==> config.mk <==
export PLATFORM = sky130hd
export DESIGN_NAME = sram_lane_ctrl
export DESIGN_NICKNAME = d
export VERILOG_FILES = /design/src/rtl/sram_lane_pkg.sv /design/src/rtl/sram_lane_fsm.sv /design/src/rtl/sram_lane_datapath.sv /design/src/rtl/sram_lane_ctrl.sv
export SDC_FILE = /design/constraint.sdc
export NUM_CORES = 1
export LEC_CHECK = 0
export ABC_CLOCK_PERIOD_IN_PS = 3820
export CORE_MARGIN = 5
export CORE_UTILIZATION = 38
export CTS_CLUSTER_SIZE = 25
export DETAILED_ROUTE_END_ITERATION = 7
export GPL_TIMING_DRIVEN = 0
export HOLD_SLACK_MARGIN = 0.08
export PLACE_DENSITY = 0.71
export SLEW_MARGIN = 15
export SYNTH_ARGS = -nofsm -noshare
export SYNTH_HDL_FRONTEND = slang
export SYNTH_SLANG_ARGS = --single-unit
==> constraint.sdc <==
create_clock -name clk -period 3.82 [get_ports clk]
set_input_delay 0.764 -clock clk [delete_from_list [all_inputs] [get_ports clk]]
set_output_delay 0.764 -clock clk [all_outputs]
set_load 0.02 [all_outputs]
==> src/rtl/sram_lane_pkg.sv <==
`timescale 1ns/1ps
package sram_lane_pkg;

  localparam int unsigned LANE_W = 8;
  localparam int unsigned LANES  = 2;
  localparam int unsigned DATA_W = LANE_W * LANES;

  typedef enum logic [2:0] {
    ST_IDLE,
    ST_READ,
    ST_WRITE,
    ST_WHOLD,
    ST_RECOVER
  } ctl_state_t;

  typedef enum int unsigned {
    TK_ACCESS, TK_OE_ACC, TK_OE_FLOAT, TK_WE_PULSE,
    TK_ADDR_END, TK_DATA_SETUP, TK_WE_FLOAT, TK_CYCLE
  } tkind_t;

  // Nanosecond figure for one interval of one speed grade.
  function automatic int unsigned grade_ns(int unsigned grade, tkind_t k);
    int unsigned v;
    case (grade)
      55: case (k)
            TK_ACCESS: v = 55;  TK_OE_ACC: v = 30;  TK_OE_FLOAT: v = 20;
            TK_WE_PULSE: v = 45; TK_ADDR_END: v = 50; TK_DATA_SETUP: v = 25;
            TK_WE_FLOAT: v = 30; default: v = 55;
          endcase
      70: case (k)
            TK_ACCESS: v = 70;  TK_OE_ACC: v = 35;  TK_OE_FLOAT: v = 25;
            TK_WE_PULSE: v = 60; TK_ADDR_END: v = 65; TK_DATA_SETUP: v = 30;
            TK_WE_FLOAT: v = 30; default: v = 70;
          endcase
      default: case (k)
            TK_ACCESS: v = 100; TK_OE_ACC: v = 50;  TK_OE_FLOAT: v = 30;
            TK_WE_PULSE: v = 80; TK_ADDR_END: v = 80; TK_DATA_SETUP: v = 40;
            TK_WE_FLOAT: v = 40; default: v = 100;
          endcase
    endcase
    return v;
  endfunction

  function automatic int unsigned ceil_div(int unsigned num, int unsigned den);
    return (num + den - 1) / den;
  endfunction

  function automatic int unsigned umax(int unsigned a, int unsigned b);
    return (a > b) ? a : b;
  endfunction

  // Whole cycles covering one interval, never less than one.
  function automatic int unsigned span(int unsigned grade, tkind_t k, int unsigned clk_ns);
    return umax(1, ceil_div(grade_ns(grade, k), clk_ns));
  endfunction

  function automatic int unsigned read_cycles(int unsigned grade, int unsigned clk_ns);
    return umax(span(grade, TK_ACCESS, clk_ns), span(grade, TK_OE_ACC, clk_ns));
  endfunction

  function automatic int unsigned strobe_cycles(int unsigned grade, int unsigned clk_ns);
    return umax(umax(span(grade, TK_WE_PULSE, clk_ns), span(grade, TK_ADDR_END, clk_ns)),
                span(grade, TK_WE_FLOAT, clk_ns) + span(grade, TK_DATA_SETUP, clk_ns));
  endfunction

  function automatic int unsigned write_tail(int unsigned grade, int unsigned clk_ns);
    int unsigned used;
    used = strobe_cycles(grade, clk_ns) + 1;
    return (span(grade, TK_CYCLE, clk_ns) > used) ? span(grade, TK_CYCLE, clk_ns) - used : 0;
  endfunction

endpackage

==> src/rtl/sram_lane_fsm.sv <==
`timescale 1ns/1ps
module sram_lane_fsm
  import sram_lane_pkg::*;
#(
  parameter int unsigned RD_CYC   = 6,
  parameter int unsigned WL_CYC   = 6,
  parameter int unsigned FLT_CYC  = 3,
  parameter int unsigned HZOE_CYC = 2,
  parameter int unsigned TAIL_CYC = 0,
  parameter int unsigned CNT_W    = 4
) (
  input  logic             clk,
  input  logic             rst_n,
  input  logic             req_valid,
  input  logic             req_write,
  input  logic [LANES-1:0] req_mask,
  output logic             req_ready,
  output logic             ev_accept_rd,
  output logic             ev_accept_wr,
  output logic             ev_noop,
  output logic             ev_capture,
  output logic             ce_n,
  output logic             oe_n,
  output logic             we_n,
  output logic [LANES-1:0] lane_act,
  output logic             drive_en,
  output logic             rsp_valid
);

  localparam logic [CNT_W-1:0] RD_LOAD   = CNT_W'(RD_CYC - 1);
  localparam logic [CNT_W-1:0] WL_LOAD   = CNT_W'(WL_CYC - 1);
  localparam logic [CNT_W-1:0] DRV_MARK  = CNT_W'(WL_CYC - FLT_CYC);
  localparam logic [CNT_W-1:0] HZOE_LOAD = CNT_W'(HZOE_CYC - 1);
  localparam logic [CNT_W-1:0] TAIL_LOAD = CNT_W'((TAIL_CYC > 0) ? TAIL_CYC - 1 : 0);

  ctl_state_t       state;
  logic [CNT_W-1:0] cnt;
  logic             accept;
  logic             cnt_done;

  assign req_ready    = (state == ST_IDLE);
  assign accept       = req_valid && req_ready;
  assign ev_accept_rd = accept && !req_write;
  assign ev_accept_wr = accept && req_write && (|req_mask);
  assign ev_noop      = accept && req_write && !(|req_mask);
  assign cnt_done     = (cnt == '0);
  assign ev_capture   = (state == ST_READ) && cnt_done;

  always_ff @(posedge clk or negedge rst_n) begin
    if (!rst_n) begin
      state     <= ST_IDLE;
      cnt       <= '0;
      ce_n      <= 1'b1;
      oe_n      <= 1'b1;
      we_n      <= 1'b1;
      lane_act  <= '0;
      drive_en  <= 1'b0;
      rsp_valid <= 1'b0;
    end else begin
      rsp_valid <= 1'b0;
      case (state)
        ST_IDLE: begin
          if (ev_accept_rd) begin
            state    <= ST_READ;
            cnt      <= RD_LOAD;
            ce_n     <= 1'b0;
            oe_n     <= 1'b0;
            lane_act <= req_mask;
          end else if (ev_accept_wr) begin
            state    <= ST_WRITE;
            cnt      <= WL_LOAD;
            ce_n     <= 1'b0;
            we_n     <= 1'b0;
            lane_act <= req_mask;
          end
        end
        ST_READ: begin
          if (cnt_done) begin
            rsp_valid <= 1'b1;
            ce_n      <= 1'b1;
            oe_n      <= 1'b1;
            lane_act  <= '0;
            state     <= ST_RECOVER;
            cnt       <= HZOE_LOAD;
          end else begin
            cnt <= cnt - 1'b1;
          end
        end
        ST_WRITE: begin
          if (cnt_done) begin
            we_n  <= 1'b1;
            state <= ST_WHOLD;
          end else begin
            cnt <= cnt - 1'b1;
            if (cnt == DRV_MARK) drive_en <= 1'b1;
          end
        end
        ST_WHOLD: begin
          drive_en <= 1'b0;
          ce_n     <= 1'b1;
          lane_act <= '0;
          if (TAIL_CYC > 0) begin
            state <= ST_RECOVER;
            cnt   <= TAIL_LOAD;
          end else begin
            state <= ST_IDLE;
          end
        end
        ST_RECOVER: begin
          if (cnt_done) state <= ST_IDLE;
          else          cnt   <= cnt - 1'b1;
        end
        default: state <= ST_IDLE;
      endcase
    end
  end

endmodule

==> src/rtl/sram_lane_datapath.sv <==
`timescale 1ns/1ps
module sram_lane_datapath
  import sram_lane_pkg::*;
#(
  parameter int unsigned ADDR_W = 17
) (
  input  logic              clk,
  input  logic              rst_n,
  input  logic              load,
  input  logic [ADDR_W-1:0] req_addr,
  input  logic [DATA_W-1:0] req_wdata,
  input  logic              capture,
  input  logic              drive_en,
  input  logic [LANES-1:0]  lane_act,
  input  logic [DATA_W-1:0] ram_dq_in,
  output logic [ADDR_W-1:0] ram_addr,
  output logic [DATA_W-1:0] ram_dq_out,
  output logic [LANES-1:0]  ram_dq_oe,
  output logic [DATA_W-1:0] rsp_data
);

  always_ff @(posedge clk or negedge rst_n) begin
    if (!rst_n) begin
      ram_addr   <= '0;
      ram_dq_out <= '0;
    end else if (load) begin
      ram_addr   <= req_addr;
      ram_dq_out <= req_wdata;
    end
  end

  for (genvar g = 0; g < LANES; g++) begin : g_lane
    assign ram_dq_oe[g] = drive_en && lane_act[g];

    always_ff @(posedge clk or negedge rst_n) begin
      if (!rst_n) begin
        rsp_data[g*LANE_W +: LANE_W] <= '0;
      end else if (capture) begin
        rsp_data[g*LANE_W +: LANE_W] <= lane_act[g] ? ram_dq_in[g*LANE_W +: LANE_W] : '0;
      end
    end
  end

endmodule

==> src/rtl/sram_lane_ctrl.sv <==
`timescale 1ns/1ps
module sram_lane_ctrl
  import sram_lane_pkg::*;
#(
  parameter int unsigned ADDR_W   = 17,
  parameter int unsigned CLK_NS   = 10,
  parameter int unsigned SPEED_NS = 55
) (
  input  logic              clk,
  input  logic              rst_n,
  input  logic              req_valid,
  output logic              req_ready,
  input  logic              req_write,
  input  logic [ADDR_W-1:0] req_addr,
  input  logic [15:0]       req_wdata,
  input  logic [1:0]        req_mask,
  output logic              rsp_valid,
  output logic [15:0]       rsp_data,
  output logic [ADDR_W-1:0] ram_addr,
  output logic              ram_ce_n,
  output logic              ram_oe_n,
  output logic              ram_we_n,
  output logic              ram_ub_n,
  output logic              ram_lb_n,
  output logic [15:0]       ram_dq_out,
  output logic [1:0]        ram_dq_oe,
  input  logic [15:0]       ram_dq_in
);

  localparam int unsigned RD_CYC   = read_cycles(SPEED_NS, CLK_NS);
  localparam int unsigned WL_CYC   = strobe_cycles(SPEED_NS, CLK_NS);
  localparam int unsigned FLT_CYC  = span(SPEED_NS, TK_WE_FLOAT, CLK_NS);
  localparam int unsigned HZOE_CYC = span(SPEED_NS, TK_OE_FLOAT, CLK_NS);
  localparam int unsigned TAIL_CYC = write_tail(SPEED_NS, CLK_NS);
  localparam int unsigned MAX_CYC  = umax(umax(RD_CYC, WL_CYC), umax(HZOE_CYC, TAIL_CYC));
  localparam int unsigned CNT_W    = $clog2(MAX_CYC + 1);

  logic             ev_accept_rd;
  logic             ev_accept_wr;
  logic             ev_noop;
  logic             ev_capture;
  logic             drive_en;
  logic [LANES-1:0] lane_act;

  sram_lane_fsm #(
    .RD_CYC  (RD_CYC),
    .WL_CYC  (WL_CYC),
    .FLT_CYC (FLT_CYC),
    .HZOE_CYC(HZOE_CYC),
    .TAIL_CYC(TAIL_CYC),
    .CNT_W   (CNT_W)
  ) u_fsm (
    .clk         (clk),
    .rst_n       (rst_n),
    .req_valid   (req_valid),
    .req_write   (req_write),
    .req_mask    (req_mask),
    .req_ready   (req_ready),
    .ev_accept_rd(ev_accept_rd),
    .ev_accept_wr(ev_accept_wr),
    .ev_noop     (ev_noop),
    .ev_capture  (ev_capture),
    .ce_n        (ram_ce_n),
    .oe_n        (ram_oe_n),
    .we_n        (ram_we_n),
    .lane_act    (lane_act),
    .drive_en    (drive_en),
    .rsp_valid   (rsp_valid)
  );

  sram_lane_datapath #(
    .ADDR_W(ADDR_W)
  ) u_dp (
    .clk       (clk),
    .rst_n     (rst_n),
    .load      (ev_accept_rd || ev_accept_wr),
    .req_addr  (req_addr),
    .req_wdata (req_wdata),
    .capture   (ev_capture),
    .drive_en  (drive_en),
    .lane_act  (lane_act),
    .ram_dq_in (ram_dq_in),
    .ram_addr  (ram_addr),
    .ram_dq_out(ram_dq_out),
    .ram_dq_oe (ram_dq_oe),
    .rsp_data  (rsp_data)
  );

  assign ram_lb_n = !lane_act[0];
  assign ram_ub_n = !lane_act[1];

endmodule

==> summary.md, run 1 <==
| Metric | Value |
|---|---|
| Outcome | `completed` |
| Worst slew margin | `0.710` |
| Die Span Y | `95.5 µm` |
| Setup violations, final | `0` |
| DRC Markers | `0` |
| Post-Syn Instances | `217` |
| Synth async-reset ratio | `1.00` |
| Synth area leaders | `dfrtp_1, mux2_4, nand2_1, nand3_1, dfstp_2` |
| Unrepaired setup endpoints after global routing | `no` |
| Hold crit path type | `in2async` |
| Number of synthesized flops with an enable pin | `0` |
| Largest family of logic cells by synthesized area | `multiplexers` |
| First-pass GRT wire length | `10.5 mm` |
| Vias in the first global route | `2130` |
| Adder-cell area share of the yosys netlist | `0.0180` |
| Post-synthesis compound-gate area fraction | `0.0455` |
| GR Layer Usage met1 | `0.204` |
| Ant diodes | `0` |
| Sequential fraction of the synthesis area | `0.559` |
| Crit path DAT | `1.81 ns` |
| WS Path Type | `reg2out` |
| Storage element area | `1560 µm²` |
| Post-synthesis simple-gate area fraction | `0.130` |
| Met2 Track Usage GR | `0.224` |
| Worst vdd ir | `0.000304 V` |
| Die X | `95.5 µm` |
| Skew final | `0.00873 ns` |
| Vias | `2036` |
| Mean Syn Cell Area | `12.8 µm²` |
| Total Power | `3.71 mW` |
| Initial antenna violation count | `0` |
| Power Density | `875 nW/µm²` |
| Top-count cell post-synth | `dfrtp_1` |
| Starting density of the core | `0.387` |
| Final min period | `2.57 ns` |
| WHS | `0.282 ns` |
| Seq cells post-synth | `62` |
| Synth warnings | `0` |
| Setup bufs post-CTS | `0` |
| Via/cell ratio | `4.59` |
| Syn-to-layout area delta | `52.4%` |
| CTS sink count | `62` |
| Critical Path End Type | `primary output` |
| Post-Synthesis Cell Area | `2780 µm²` |
| Num CTS Buffers | `9` |
| I/O Buffers | `112` |
| Area share of the largest cell type after synthesis | `0.531` |
| Pin count of the biggest net entering global routing | `49` |
| Dpl ws | `1.32 ns` |
| Top cells by count, synth | `dfrtp_1, nand2_1, mux2_4` |
| Total core area | `7180 µm²` |
| WP data required | `3.06 ns` |
| Clk slew on worst S/H paths | `0.07 ns` |
| CP max stage delay | `0.62 ns` |
| Ys flop type | `dfrtp_1` |
| FP Rows | `31` |
| Area of the multi-input gates | `1110 µm²` |
| Final WS setup | `1.25 ns` |
| Fin. max-slew vios | `0` |
| CTS Hold Bufs | `0` |
| WP buf/inv | `2` |
| Drt initial violations | `27` |
| Share of cells above drive strength 1 | `0.209` |
| Post-DP HPWL | `4.98 mm` |
| Max-cap violations | `0` |
| GR Util All Layers | `0.151` |
| CTS tree | `built` |
| Clock buffer depth | `2` |
| CP Launch Type | `register` |
| Post-cts sizing count | `0` |
| Distinct cells, synth | `39` |
| Met3 Usage GRT | `0.0521` |
| Final Cycle Share | `0.673` |
| CP Cell Sequence | `clkbuf_1 > and2_1 > clkdlybuf4s50_1` |
| Dominant delay contributor by cell family on the critical path | `buffers and inverters` |
| Clk_lat worst skew | `0.34 ns` |
| I/O Pins | `113` |
| Nets@finish | `400` |
| Mux contribution to synthesized area | `0.203` |
| WL/cell | `15.1 µm` |
| Post-synthesis xor/xnor area fraction | `0.00315` |
| Htree depth | `3` |
| Cell type with the largest total area after synthesis | `dfrtp_1` |
| GR Overflow Total | `0` |
| Fmax | `0.389 GHz` |
| GP Congestion | `0.748` |
| CP max FO | `10` |
| Slowest stage cell on the critical path | `clkdlybuf4s50_1` |
| Die area | `9130 µm²` |
| Top Usage Layer GRT | `met2` |
| Final Hold Fails | `0` |
| Least-Margin Pin Slew | `0.435 ns` |
| Fillers | `581` |
| Final WL | `6.70 mm` |
| Lkg Pwr | `1.90 nW` |
| CTS root buf | `clkbuf_8` |
| Post-route ant nets | `0` |
| Pre-antenna DRT Iters | `4` |
| Syn Nets | `276` |
## kinds of logic after synthesis
| family | Yosys count |
|---|---|
| adder cells (fa/ha/maj) | 4 |
| XOR/XNOR | 1 |
| AO/OA/AOI/OAI | 15 |
| buffers and inverters | 20 |
| flip-flops | 62 |
| AND/OR/NAND/NOR | 75 |
| multiplexers | 40 |
## power by group
| group | switching [mW] | internal, mW |
|---|---|---|
| registers | 0.169 | 0.986 |
| clock network | 0.253 | 0.296 |
| logic | 0.930 | 1.08 |
## worst paths after layout
path,from,endpoint,slack (ns),cells after the start
worst max-delay path,u_fsm.lane_act[1],ram_dq_oe[1],1.25,3
worst min-delay path,rst_n,u_dp.ram_dq_out[13],0.28,1
worst max register to register,u_fsm.cnt[0],u_fsm.ce_n,1.74,8
worst min register to register,u_dp.rsp_data[12],u_dp.rsp_data[12],0.47,2
max in group asynchronous,rst_n,u_fsm.oe_n,2.97,2
min in group clk,u_dp.rsp_data[12],u_dp.rsp_data[12],0.47,2
## metrics by stage
step	instances	setup TNS [ns]	instance area [µm²]	util
3_3_place_gp	428	-2.12	4030	0.561
2_1_floorplan	217	0	2780	-
6_report	444	0	4240	0.591
5_1_grt	444	0	4240	0.591
3_5_place_dp	429	0	4050	0.564
4_1_cts	444	0	4240	0.591
## sequential cells by signal, indices dropped and copies added, names as in the netlist
| register | count |
|---|---|
| u_fsm.drive_en | 1 |
| u_fsm.lane_act | 2 |
| u_dp.rsp_data | 16 |
| u_fsm.state | 3 |
| u_fsm.we_n | 1 |
| u_fsm.ce_n | 1 |
| u_fsm.cnt | 3 |
| u_fsm.oe_n | 1 |
| u_dp.ram_dq_out | 16 |
| u_fsm.rsp_valid | 1 |
| u_dp.ram_addr | 17 |
## layout by cell type (no fill, tap or decap), types with 3 or more instances in the layout
| cell | Yosys | routed |
|---|---|---|
| mux2_2 | 6 | 6 |
| nor2b_1 | 3 | 3 |
| mux2i_1 | 3 | 3 |
| nor2_1 | 8 | 8 |
| dfrtp_1 | 59 | 59 |
| dfstp_2 | 3 | 3 |
| nand2_1 | 35 | 35 |
| buf_4 | 2 | 3 |
| clkbuf_8 | 0 | 9 |
| mux2_4 | 31 | 31 |
| clkdlybuf4s50_1 | 0 | 111 |
| inv_1 | 7 | 7 |
| nand3_1 | 17 | 17 |
| clkbuf_1 | 4 | 4 |
| buf_6 | 4 | 4 |
| ha_1 | 4 | 4 |
## layer usage
layer  wire length [µm]  up-vias
li1                   -      987
met1               3200      952
met2               2760       87
met3                614       10
met4                118        0
met5                  0        -
## layout make-up
| type | count | area share |
|---|---|---|
| Buffer | 12 | 0.0201 |
| Clock inverter | 6 | 0.0151 |
| Clock buffer | 9 | 0.0292 |
| Sequential cell | 62 | 0.367 |
| Inverter | 8 | 0.00709 |
| Tap cell | 99 | 0.0292 |
| Timing Repair Buffer | 113 | 0.270 |
| Multi-Input combinational cell | 135 | 0.262 |
Power figures use the tool's default switching activity.
==> run 2: changes to the inputs <==
--- a/config.mk
+++ b/config.mk
@@ -5,7 +5,7 @@
 export SDC_FILE = /design/constraint.sdc
 export NUM_CORES = 1
 export LEC_CHECK = 0
-export ABC_CLOCK_PERIOD_IN_PS = 3820
+export ABC_CLOCK_PERIOD_IN_PS = 2400
 export CORE_MARGIN = 5
 export CORE_UTILIZATION = 38
 export CTS_CLUSTER_SIZE = 25
==> constraint.sdc (replaced) <==
create_clock -name clk -period 2.4 [get_ports clk]
set_input_delay 0.48 -clock clk [delete_from_list [all_inputs] [get_ports clk]]
set_output_delay 0.48 -clock clk [all_outputs]
set_load 0.02 [all_outputs]
==> run 2 against run 1 <==
Design area rose by 0.15%. Routed wire length about the same. Non-clock buffer count unchanged. Count of clock-buffer cells in the layout unchanged. Via count shrank 0.20%. Global-route usage about the same. Sequential share of layout area down 0.054 points. Worst hold slack better by 0.18 ns. Critical path type unchanged.
==> summary.md, run 2 (same netlist as run 1, synthesis figures left out) <==
| Metric | Value |
|---|---|
| Outcome | `completed` |
| Die area | `9130 µm²` |
| Clk slew on worst S/H paths | `0.07 ns` |
| Critical R2R Launch | `u_fsm.cnt[0]` |
| CP Cell Sequence | `clkbuf_1 > and2_1 > clkdlybuf4s50_1` |
| Critical Path End Type | `primary output` |
| Critical hold path startpoint | `u_dp.rsp_data[8]` |
| WS Path Type | `reg2out` |
| First-pass GRT wire length | `10.5 mm` |
| Final min period | `2.27 ns` |
| Hold crit path type | `reg2reg` |
| Num CTS Buffers | `9` |
| Clk_lat worst skew | `0.33 ns` |
| Lkg Pwr | `1.91 nW` |
| CP Launch Type | `register` |
| Nets@finish | `400` |
| Vias | `2032` |
| Placed cells | `429` |
| Setup violations, final | `0` |
| GP Congestion | `0.748` |
| Final Cycle Share | `0.944` |
| Hold depth | `2` |
| Final WL | `6.70 mm` |
| CP max FO | `10` |
| Fmax | `0.441 GHz` |
| CTS root buf | `clkbuf_8` |
| FP Rows | `31` |
| Via/cell ratio | `4.58` |
| Die Span Y | `95.5 µm` |
| Beginning of the critical path | `u_fsm.lane_act[0]` |
| I/O Pins | `113` |
| Cell depth of the worst flop-to-flop path | `8` |
| CP max stage delay | `0.62 ns` |
| DRC Markers | `0` |
| Final Hold Fails | `0` |
| CTS tree | `built` |
| TNS Setup | `0 ns` |
| GR Overflow Total | `0` |
| Slowest stage cell on the critical path | `clkdlybuf4s50_1` |
| Largest regs | `u_dp.ram_addr x17, u_dp.ram_dq_out x16, u_dp.rsp_data x16` |
| Ant diodes | `0` |
| Skew final | `0.00701 ns` |
| Commonest non-fill, non-tap cell in the layout | `clkdlybuf4s50_1` |
| Drt initial violations | `30` |
| Unrepaired setup endpoints after global routing | `no` |
| Crit path DAT | `1.79 ns` |
| WP data required | `1.92 ns` |
| Max reg flops | `17` |
| Initial antenna violation count | `0` |
| Reg with most FFs | `u_dp.ram_addr` |
| Leading cell types in the layout, fill and taps excluded | `clkdlybuf4s50_1, dfrtp_1, nand2_1` |
| Htree depth | `3` |
| Starting density of the core | `0.387` |
| Least-Margin Pin Slew | `0.411 ns` |
| Max-cap violations | `0` |
| Die X | `95.5 µm` |
| Total core area | `7180 µm²` |
| Worst vdd ir | `0.000485 V` |
| Fin. max-slew vios | `0` |
| I/O Buffers | `112` |
| Power Density | `1390 nW/µm²` |
| Pin count of the biggest net entering global routing | `49` |
| WL/cell | `15.1 µm` |
| Worst flop-to-flop path endpoint | `u_fsm.ce_n` |
| Setup bufs post-CTS | `0` |
| Finished Layout Cells | `444` |
| CTS sink count | `62` |
| Syn-to-layout area delta | `52.7%` |
| Post-cts sizing count | `0` |
| Vias in the first global route | `2139` |
| GR Util All Layers | `0.151` |
| Worst Hold End | `u_dp.rsp_data[8]` |
| R2R setup slack | `0.32 ns` |
| Post-DP HPWL | `4.98 mm` |
| Clock buffer depth | `2` |
| Pre-antenna DRT Iters | `4` |
| Share of cells above drive strength 1 | `0.209` |
| Worst slew margin | `0.726` |
| Post-route ant nets | `0` |
==> run 2: critical path, delay by kind of cell, from the launching register on <==
family | cells | cell delay, ns
flip-flops | 1 | 0.32
AND/OR/NAND/NOR | 1 | 0.19
buffers and inverters | 2 | 0.94
==> run 2: repair_timing <==
item / 4_1_cts / 5_1_grt
hold buffers: 1 / 0
hold endpoints to repair: 12 / 0
endpoints found under the setup margin: 0 / 1
==> run 2: power by group <==
group	switching (mW)	internal [mW]	leakage (nW)	total, mW
combinational	1.46	1.71	1.06	3.17
sequential	0.286	1.57	0.758	1.86
clock	0.400	0.471	0.0911	0.871
==> run 2: how the worst max path moves through the flow <==
stage                              endpoint  slack [ns]
final                          ram_dq_oe[0]        0.13
after global routing           ram_dq_oe[0]        0.03
after CTS                      ram_dq_oe[1]        0.07
after detailed placement         u_fsm.ce_n        0.18
after global placement    u_dp.rsp_data[14]       -1.18
after floorplan                  u_fsm.ce_n        0.44
==> run 2: stage by stage <==
stage	instance area, µm²	setup WS, ns	hold slack, ns	power (mW)	utilization
global placement	4030	-1.18	0.451	5.02	0.561
global route	4240	0.0293	0.493	6.27	0.591
finish	4240	0.134	0.466	5.90	0.591
detailed placement	4050	0.182	0.360	5.07	0.564
floorplan	2780	0.443	0.184	3.73	-
CTS	4250	0.0656	0.470	5.98	0.592
==> run 2: layout make-up <==
type | instances | area, µm²
tap | 99 | 124
buffer | 11 | 81.3
multi-input combinational | 135 | 1110
fill | 576 | 2930
sequential | 62 | 1560
inverter | 8 | 30.0
clock inverter | 6 | 63.8
timing repair buffer | 114 | 1160
clock buffer | 9 | 124
==> run 2: routing by layer <==
layer  vias to the layer above  global-route usage  wire length [µm]
met5                         -                   0                 0
met4                         0              0.0569                98
met3                         8              0.0529               612
met2                        85               0.224              2780
met1                       953               0.204              3210
li1                        986                   -                 -
